`src/rtl/rmag_pkg.sv`:
```
// Package: shared encodings for the segmented address generator.
// Assumes the segment id encoding is also the override and write-select encoding.
package rmag_pkg;
    typedef enum logic [1:0] {
        SEG_EXTRA = 2'd0,
        SEG_CODE  = 2'd1,
        SEG_STACK = 2'd2,
        SEG_DATA  = 2'd3
    } seg_id_t;

    typedef enum logic [1:0] {
        ACC_FETCH = 2'd0,
        ACC_STACK = 2'd1,
        ACC_DATA  = 2'd2,
        ACC_SDEST = 2'd3
    } acc_kind_t;
endpackage

```
`src/rtl/rmag_seg_regs.sv`:
```
// Module: bank of segment registers with a single write port.
// Assumes a synchronous active-low reset that clears every register to zero.
module rmag_seg_regs #(
    parameter int NUM_SEG = 4,
    parameter int SEG_W   = 16,
    localparam int SEL_W  = $clog2(NUM_SEG)
) (
    input  logic                           clk,
    input  logic                           rst_n,
    input  logic                           wr_en,
    input  logic [SEL_W-1:0]               wr_sel,
    input  logic [SEG_W-1:0]               wr_data,
    output logic [NUM_SEG-1:0][SEG_W-1:0]  seg_q
);
    for (genvar g = 0; g < NUM_SEG; g++) begin : g_seg
        // Load this register when the write strobe names it.
        always_ff @(posedge clk) begin
            if (!rst_n)
                seg_q[g] <= '0;
            else if (wr_en && (wr_sel == SEL_W'(g)))
                seg_q[g] <= wr_data;
        end

        p_write_loads_r2: assert property (@(posedge clk) disable iff (!rst_n)
            (wr_en && wr_sel == SEL_W'(g)) |=> seg_q[g] == $past(wr_data));

        p_other_hold_r2: assert property (@(posedge clk) disable iff (!rst_n)
            !(wr_en && wr_sel == SEL_W'(g)) |=> $stable(seg_q[g]));
    end
endmodule

```
`src/rtl/rmag_seg_select.sv`:
```
// Module: picks the segment for an access from its kind and the override.
// Assumes the override only applies to data and stack-based operand accesses.
module rmag_seg_select
    import rmag_pkg::*;
(
    input  acc_kind_t kind,
    input  logic      ovr_en,
    input  seg_id_t   ovr_sel,
    output seg_id_t   sel
);
    // Apply the default rule per access kind, then the override where allowed.
    always_comb begin
        unique case (kind)
            ACC_FETCH: sel = SEG_CODE;
            ACC_SDEST: sel = SEG_EXTRA;
            ACC_STACK: sel = ovr_en ? ovr_sel : SEG_STACK;
            default:   sel = ovr_en ? ovr_sel : SEG_DATA;
        endcase
    end
endmodule

```
`src/rtl/rmag_addr_adder.sv`:
```
// Module: forms a physical address as segment shifted left plus offset.
// Assumes ADDR_W = SEG_W + SHIFT and OFF_W <= ADDR_W; the carry out is dropped.
module rmag_addr_adder #(
    parameter int SEG_W  = 16,
    parameter int OFF_W  = 16,
    parameter int SHIFT  = 4,
    localparam int ADDR_W = SEG_W + SHIFT
) (
    input  logic [SEG_W-1:0]  seg,
    input  logic [OFF_W-1:0]  off,
    output logic [ADDR_W-1:0] phys
);
    logic [ADDR_W-1:0] base;
    logic [ADDR_W-1:0] off_ext;

    // Widen both operands and add them, wrapping at the address width.
    always_comb begin
        base    = {seg, {SHIFT{1'b0}}};
        off_ext = {{(ADDR_W-OFF_W){1'b0}}, off};
        phys    = base + off_ext;
    end

    // The low nibble comes from the offset alone, because the shifted base is zero there.
    always_comb begin
        p_low_nibble_r3: assert (phys[SHIFT-1:0] == off[SHIFT-1:0]);
    end
endmodule

```
`src/rtl/rmag_idx_step.sv`:
```
// Module: one string index register that steps up or down by the element size.
// Assumes a load has priority over a step, and the value wraps within IDX_W bits.
module rmag_idx_step #(
    parameter int IDX_W = 16
) (
    input  logic             clk,
    input  logic             rst_n,
    input  logic             load,
    input  logic [IDX_W-1:0] load_val,
    input  logic             step,
    input  logic             dir_down,
    input  logic [1:0]       elem_size,
    output logic [IDX_W-1:0] idx_q
);
    logic [IDX_W-1:0] step_amt;

    // Decode the element size code into a byte count.
    always_comb begin
        unique case (elem_size)
            2'd0:    step_amt = IDX_W'(1);
            2'd1:    step_amt = IDX_W'(2);
            default: step_amt = IDX_W'(4);
        endcase
    end

    // Update the index: load first, then step, otherwise hold.
    always_ff @(posedge clk) begin
        if (!rst_n)
            idx_q <= '0;
        else if (load)
            idx_q <= load_val;
        else if (step)
            idx_q <= dir_down ? (idx_q - step_amt) : (idx_q + step_amt);
    end

    p_step_up_r9: assert property (@(posedge clk) disable iff (!rst_n)
        (step && !load && !dir_down && elem_size == 2'd0) |=> idx_q == $past(idx_q) + IDX_W'(1));

    p_step_down_r9: assert property (@(posedge clk) disable iff (!rst_n)
        (step && !load && dir_down && elem_size == 2'd1) |=> idx_q == $past(idx_q) - IDX_W'(2));

    p_load_wins_r11: assert property (@(posedge clk) disable iff (!rst_n)
        load |=> idx_q == $past(load_val));

    p_hold_r11: assert property (@(posedge clk) disable iff (!rst_n)
        (!load && !step) |=> $stable(idx_q));
endmodule

```
`src/rtl/rm_addr_gen.sv`:
```
// Module: real-mode address generator top level. It holds the segment registers,
// picks the segment for each access, forms the 20-bit address and steps the
// string indexes. Assumes the offset and access kind are stable while phys_addr is used.
module rm_addr_gen
    import rmag_pkg::*;
#(
    parameter int SEG_W   = 16,
    parameter int OFF_W   = 16,
    parameter int SHIFT   = 4,
    parameter int IDX_W   = 16,
    parameter int NUM_SEG = 4,
    localparam int ADDR_W = SEG_W + SHIFT,
    localparam int SEL_W  = $clog2(NUM_SEG),
    localparam int NUM_IDX = 2
) (
    input  logic              clk,
    input  logic              rst_n,
    input  logic              seg_wr_en,
    input  logic [SEL_W-1:0]  seg_wr_sel,
    input  logic [SEG_W-1:0]  seg_wr_data,
    input  logic [1:0]        acc_kind,
    input  logic              ovr_en,
    input  logic [SEL_W-1:0]  ovr_sel,
    input  logic [OFF_W-1:0]  offset,
    output logic [ADDR_W-1:0] phys_addr,
    output logic [SEL_W-1:0]  seg_used,
    input  logic              idx_load,
    input  logic [IDX_W-1:0]  src_load_val,
    input  logic [IDX_W-1:0]  dst_load_val,
    input  logic              str_step,
    input  logic              dir_down,
    input  logic [1:0]        elem_size,
    output logic [IDX_W-1:0]  src_idx,
    output logic [IDX_W-1:0]  dst_idx
);
    logic [NUM_SEG-1:0][SEG_W-1:0] seg_q;
    seg_id_t                       sel;
    logic [SEG_W-1:0]              seg_val;
    logic [NUM_IDX-1:0][IDX_W-1:0] idx_load_vals;
    logic [NUM_IDX-1:0][IDX_W-1:0] idx_vals;

    rmag_seg_regs #(.NUM_SEG(NUM_SEG), .SEG_W(SEG_W)) u_regs (
        .clk     (clk),
        .rst_n   (rst_n),
        .wr_en   (seg_wr_en),
        .wr_sel  (seg_wr_sel),
        .wr_data (seg_wr_data),
        .seg_q   (seg_q)
    );

    rmag_seg_select u_sel (
        .kind    (acc_kind_t'(acc_kind)),
        .ovr_en  (ovr_en),
        .ovr_sel (seg_id_t'(ovr_sel)),
        .sel     (sel)
    );

    // Route the chosen segment register to the adder and report its id.
    always_comb begin
        seg_val  = seg_q[sel];
        seg_used = SEL_W'(sel);
    end

    rmag_addr_adder #(.SEG_W(SEG_W), .OFF_W(OFF_W), .SHIFT(SHIFT)) u_add (
        .seg  (seg_val),
        .off  (offset),
        .phys (phys_addr)
    );

    // Gather the load values so one generate loop builds both index registers.
    always_comb begin
        idx_load_vals[0] = src_load_val;
        idx_load_vals[1] = dst_load_val;
    end

    for (genvar i = 0; i < NUM_IDX; i++) begin : g_idx
        rmag_idx_step #(.IDX_W(IDX_W)) u_step (
            .clk       (clk),
            .rst_n     (rst_n),
            .load      (idx_load),
            .load_val  (idx_load_vals[i]),
            .step      (str_step),
            .dir_down  (dir_down),
            .elem_size (elem_size),
            .idx_q     (idx_vals[i])
        );
    end

    // Drive the index outputs from the two stepper instances.
    always_comb begin
        src_idx = idx_vals[0];
        dst_idx = idx_vals[1];
    end

    p_fetch_code_r4: assert property (@(posedge clk) disable iff (!rst_n)
        (acc_kind == 2'd0) |-> (seg_used == SEL_W'(SEG_CODE)));

    p_sdest_extra_r7: assert property (@(posedge clk) disable iff (!rst_n)
        (acc_kind == 2'd3) |-> (seg_used == SEL_W'(SEG_EXTRA)));

    p_stack_default_r5: assert property (@(posedge clk) disable iff (!rst_n)
        (acc_kind == 2'd1 && !ovr_en) |-> (seg_used == SEL_W'(SEG_STACK)));

    p_override_r8: assert property (@(posedge clk) disable iff (!rst_n)
        (acc_kind[1] != acc_kind[0] && ovr_en) |-> (seg_used == ovr_sel));
endmodule

```
`config.mk`:
```
export PLATFORM = sky130hd
export DESIGN_NAME = rm_addr_gen
export DESIGN_NICKNAME = d
export VERILOG_FILES = /design/src/rtl/rmag_pkg.sv /design/src/rtl/rmag_seg_regs.sv /design/src/rtl/rmag_seg_select.sv /design/src/rtl/rmag_addr_adder.sv /design/src/rtl/rmag_idx_step.sv /design/src/rtl/rm_addr_gen.sv
export SDC_FILE = /design/constraint.sdc
export NUM_CORES = 1
export LEC_CHECK = 0
export BUFFER_PORTS_ARGS = -buffer_cell sky130_fd_sc_hd__buf_2
export CORE_MARGIN = 2
export CORE_UTILIZATION = 35
export CTS_CLUSTER_SIZE = 30
export DETAILED_ROUTE_END_ITERATION = 7
export PLACE_DENSITY = 0.51
export SLEW_MARGIN = 20
export SYNTH_ARGS = -nofsm -noshare
export SYNTH_HDL_FRONTEND = slang
export SYNTH_SLANG_ARGS = --single-unit
```
`constraint.sdc`:
```
create_clock -name clk -period 8.7 [get_ports clk]
set_input_delay 2.61 -clock clk [delete_from_list [all_inputs] [get_ports clk]]
set_output_delay 2.61 -clock clk [all_outputs]
set_load 0.005 [all_outputs]
```
==> impl_results.md <==
* Status: complete, no violations
* Post-CTS Hold Fix Bufs at 0
* Area grow syn2layout at 15.0%
* Dominant cells by area after synthesis: dfxtp_1 27%, nand2_1 13%, ha_1 7.6%, a21boi_0 7.4%, o21ai_0 3.1%
* RR Startpoint: g_idx[0].u_step.idx_q[9]
* Crit path launch: acc_kind[1]
* Yosys reg bits at 96
* Clk pwr share at roughly a third
* Clk buf depth at 2
* Max VDD drop at about 0.1 mV
* Row count at 52
* Wirelength per Cell at 15.8 microns
* Clock Skew at approximately 0.0057 ns
* Hold Path Class: reg -> reg
* CP Capture Point: phys_addr[19]
* Fraction of registers with async set/reset at 0%
* Max cap viols at 0
* Critical-path cell list: buf_2 -> a21oi_1 -> o22ai_2 -> inv_2 -> nand2_1 -> and3_1 -> a31oi_1 -> ha_1 -> a21oi_1 -> inv_1 -> a2111oi_1 -> o21a_1 -> nor4_2 -> xor2_1 -> buf_2
* Relative slew slack at 39.4%
* Initial antenna violation count at 0
* Sequential Power Share at 36.0%
* Pwr/cell area at around 160 nW/um^2
* Min Tclk post-route at around 8.3 ns
* Vias in the first global route at 6492
* Required @ worst endpoint at roughly 6 ns
* Final Power at around 1.4 mW
* Worst skew pair latency at between 0.3 and 0.4 ns
* Levels on crit path at 15
* Worst-Margin Slew at between 0.9 and 1 ns
* Clock transition at path regs at roughly 0.07 ns
* Most used DFF post-synth: dfxtp_1
* Unrepaired setup endpoints after global routing: no
* RR Endpoint: g_idx[0].u_step.idx_q[15]
* TNS Setup at 0 ns
* Cell area after synthesis at a little over 7000 sq um
* Routed Antenna Nets at 0
* TritonCTS buffer count at 9
* Path depth of the worst reg2reg path at 7
* Sw Share at about 34%
* R2R Setup Slk at approximately 6 ns
* ANT cells at 0
* Clock sinks at 96
* Largest net degree at the start of global routing at 100
* Final setup viols at 0
* Startpoint Class: input pin
* CP peak stage delay at 0.61 ns
* Fillers at 2174
* Final Net Count at between 1000 and 1500
* Crit path max-delay family: compound AO/OA/AOI/OAI gates
* Crit end category: output pin
* CTS Root Cell: clkbuf_16
* Fmax at 120 MHz
* Comb pwr share at about 31%
* Post-synthesis cell count at roughly 960
* NetSw at 0.455 mW
* Sequential area share after synthesis at 27.0%
* Top-level port count at between 100 and 150
* Worst Path Max Fanout at 23
* Vias at a little under 7000
* CP Class: in -> out
* Yosys warning total at 0
* Cell-internal power at about 0.90 mW
* CTS tree: built
* Synth Net Count at between 1000 and 1500
* Core area at 20100 sq um
* Slowest cell on crit path: a2111oi_1
* Critical path arrival at between 5 and 6 ns
* GRT Util Overall at 19.3%
* Total grt overflow at 0
* H-tree levels at 3
* CP bufs+invs at 4
* Routed wire length at between 20000 and 25000 microns
* Period utilisation layout at approximately 96%
* Post-synth top area cell: dfxtp_1
* Full die area at 21500 sq um
* GPL Wtd Cong at 0.835
* Die Span X at 147 microns
* DRC violations left at 0
* Yosys top cell area share at 27.0%
* 1st-iter DRT viols at approximately 330
* Leakage at around 3.4 nW
* Max-slew violation count at 0
* I/O Buffers at 124
* First-pass GRT wire length at 33500 microns
* DP HPWL at around 15000 microns
* Router iterations before antenna repair at 5
* Starting density of the core at 35.4%
* EDFF count, synth at 0
* Synth cell types at 77
* Layout cells sized above 1 at 16.7%
* Fin. Hold Viols at 0
* Vias/cell at about 5.3
* WHS Path Cells at 2
* Die Y at between 100 and 150 microns
* Mean Syn Cell Area at 7.38 sq um
worst min path at each step:
stage,start,endpoint
after floorplan,u_regs.seg_q[29],u_regs.seg_q[29]
after global routing,u_regs.seg_q[22],u_regs.seg_q[22]
after detailed placement,u_regs.seg_q[5],u_regs.seg_q[5]
after global placement,u_regs.seg_q[14],u_regs.seg_q[14]
final,u_regs.seg_q[32],u_regs.seg_q[32]
after CTS,u_regs.seg_q[5],u_regs.seg_q[5]
tightest hold or removal path: stages (launching register included):
cell	delay (ns)
dfxtp_1	0.31
nand2_1	0.05
a21boi_0	0.06
power groups by stage:
stage	combinational [mW]	sequential, mW	clock, mW
2_1_floorplan	0.291	0.490	0
3_3_place_gp	0.416	0.496	0
3_5_place_dp	0.416	0.496	0
4_1_cts	0.418	0.486	0.465
5_1_grt	0.466	0.490	0.480
6_report	0.415	0.486	0.449
cell families (layout without fill, tap and decap cells):
| kind of cell | count (synthesis) | in the layout | synth area share, % |
|---|---|---|---|
| and+or+nand+nor | 423 | 423 | 27.6 |
| buffers and inverters | 88 | 171 | 5.33 |
| AOI/OAI and AO/OA | 273 | 273 | 27.1 |
| adders and majority gates | 44 | 44 | 7.84 |
| DFF | 96 | 96 | 27.0 |
| muxes | 13 | 13 | 1.86 |
| xor gates and xnor gates | 27 | 27 | 3.32 |
layer usage:
layer | vias to the layer above | GRT usage, % | routed length, microns
met5 | - | 0 | 0
met4 | 0 | 5.68 | 278
met3 | 23 | 2.72 | 704
li1 | 3584 | - | -
met1 | 3195 | 24.8 | 9920
met2 | 139 | 33.5 | 9910
registers in the layout, summed over array words and instances, names as in the netlist:
name and cells:
u_regs.seg_q 64, g_idx.u_step.idx_q 32
layout make-up:
class,instances,area (sq um),area share (%)
repair buffers,133,688,8.40
clock inverters,7,103,1.25
inverters,22,83.8,1.02
flip-flops and latches,96,1920,23.5
multi-input cells,780,4830,59.0
clock buffers,9,225,2.75
well taps,270,338,4.13
stage by stage:
stage               hold WS, ns  instances  area (sq um)  setup WS [ns]  util [%]
floorplan                 0.443        964          7120          0.649         -
global placement          0.456       1301          7860          0.346      39.1
detailed placement        0.459       1301          7860          0.247      39.1
CTS                       0.469       1317          8190          0.245      40.7
global route              0.482       1317          8190         0.0882      40.7
finish                    0.466       1317          8190          0.373      40.7
repair_timing:
action                                  4_1_cts  5_1_grt
resized for setup                             0        2
endpoints found under the setup margin        0        3
setup buffers                                 0        0
cell usage in the layout (no fill, tap or decap), types with 9 or more instances in the layout:
master,instances
nand2b_1,13
nor2_1,36
nand3_1,24
o211ai_1,11
nand2_1,245
a21boi_0,70
buf_4,9
a21o_1,14
mux2i_1,11
nor3_1,16
and3_1,22
a211oi_1,11
buf_2,124
xor2_1,9
a21oi_1,36
ha_1,43
inv_1,19
clkbuf_16,9
dfxtp_1,96
xnor2_1,18
nand4_1,12
nor2b_1,9
a31oi_1,22
o21ai_0,43
Yosys cell counts (4+ instances only):
cell type / n
nor2_1: 36
o21ai_0: 44
nand3b_1: 7
a21oi_1: 36
nand2b_1: 13
o31ai_1: 7
nand2_1: 245
nand4_1: 12
a31oi_1: 22
a21o_1: 14
buf_2: 4
nor2b_1: 9
dfxtp_1: 96
o211ai_1: 11
nor3b_1: 9
clkbuf_1: 49
buf_1: 4
a21boi_0: 70
a31o_2: 4
ha_1: 43
or3_1: 6
a211oi_1: 11
xor2_1: 9
o211a_1: 5
and3_1: 22
o21a_1: 8
xnor2_1: 18
and4_1: 4
buf_4: 5
mux2i_1: 11
nand3_1: 24
inv_1: 19
nor3_1: 16
Power figures use the tool's default switching activity.
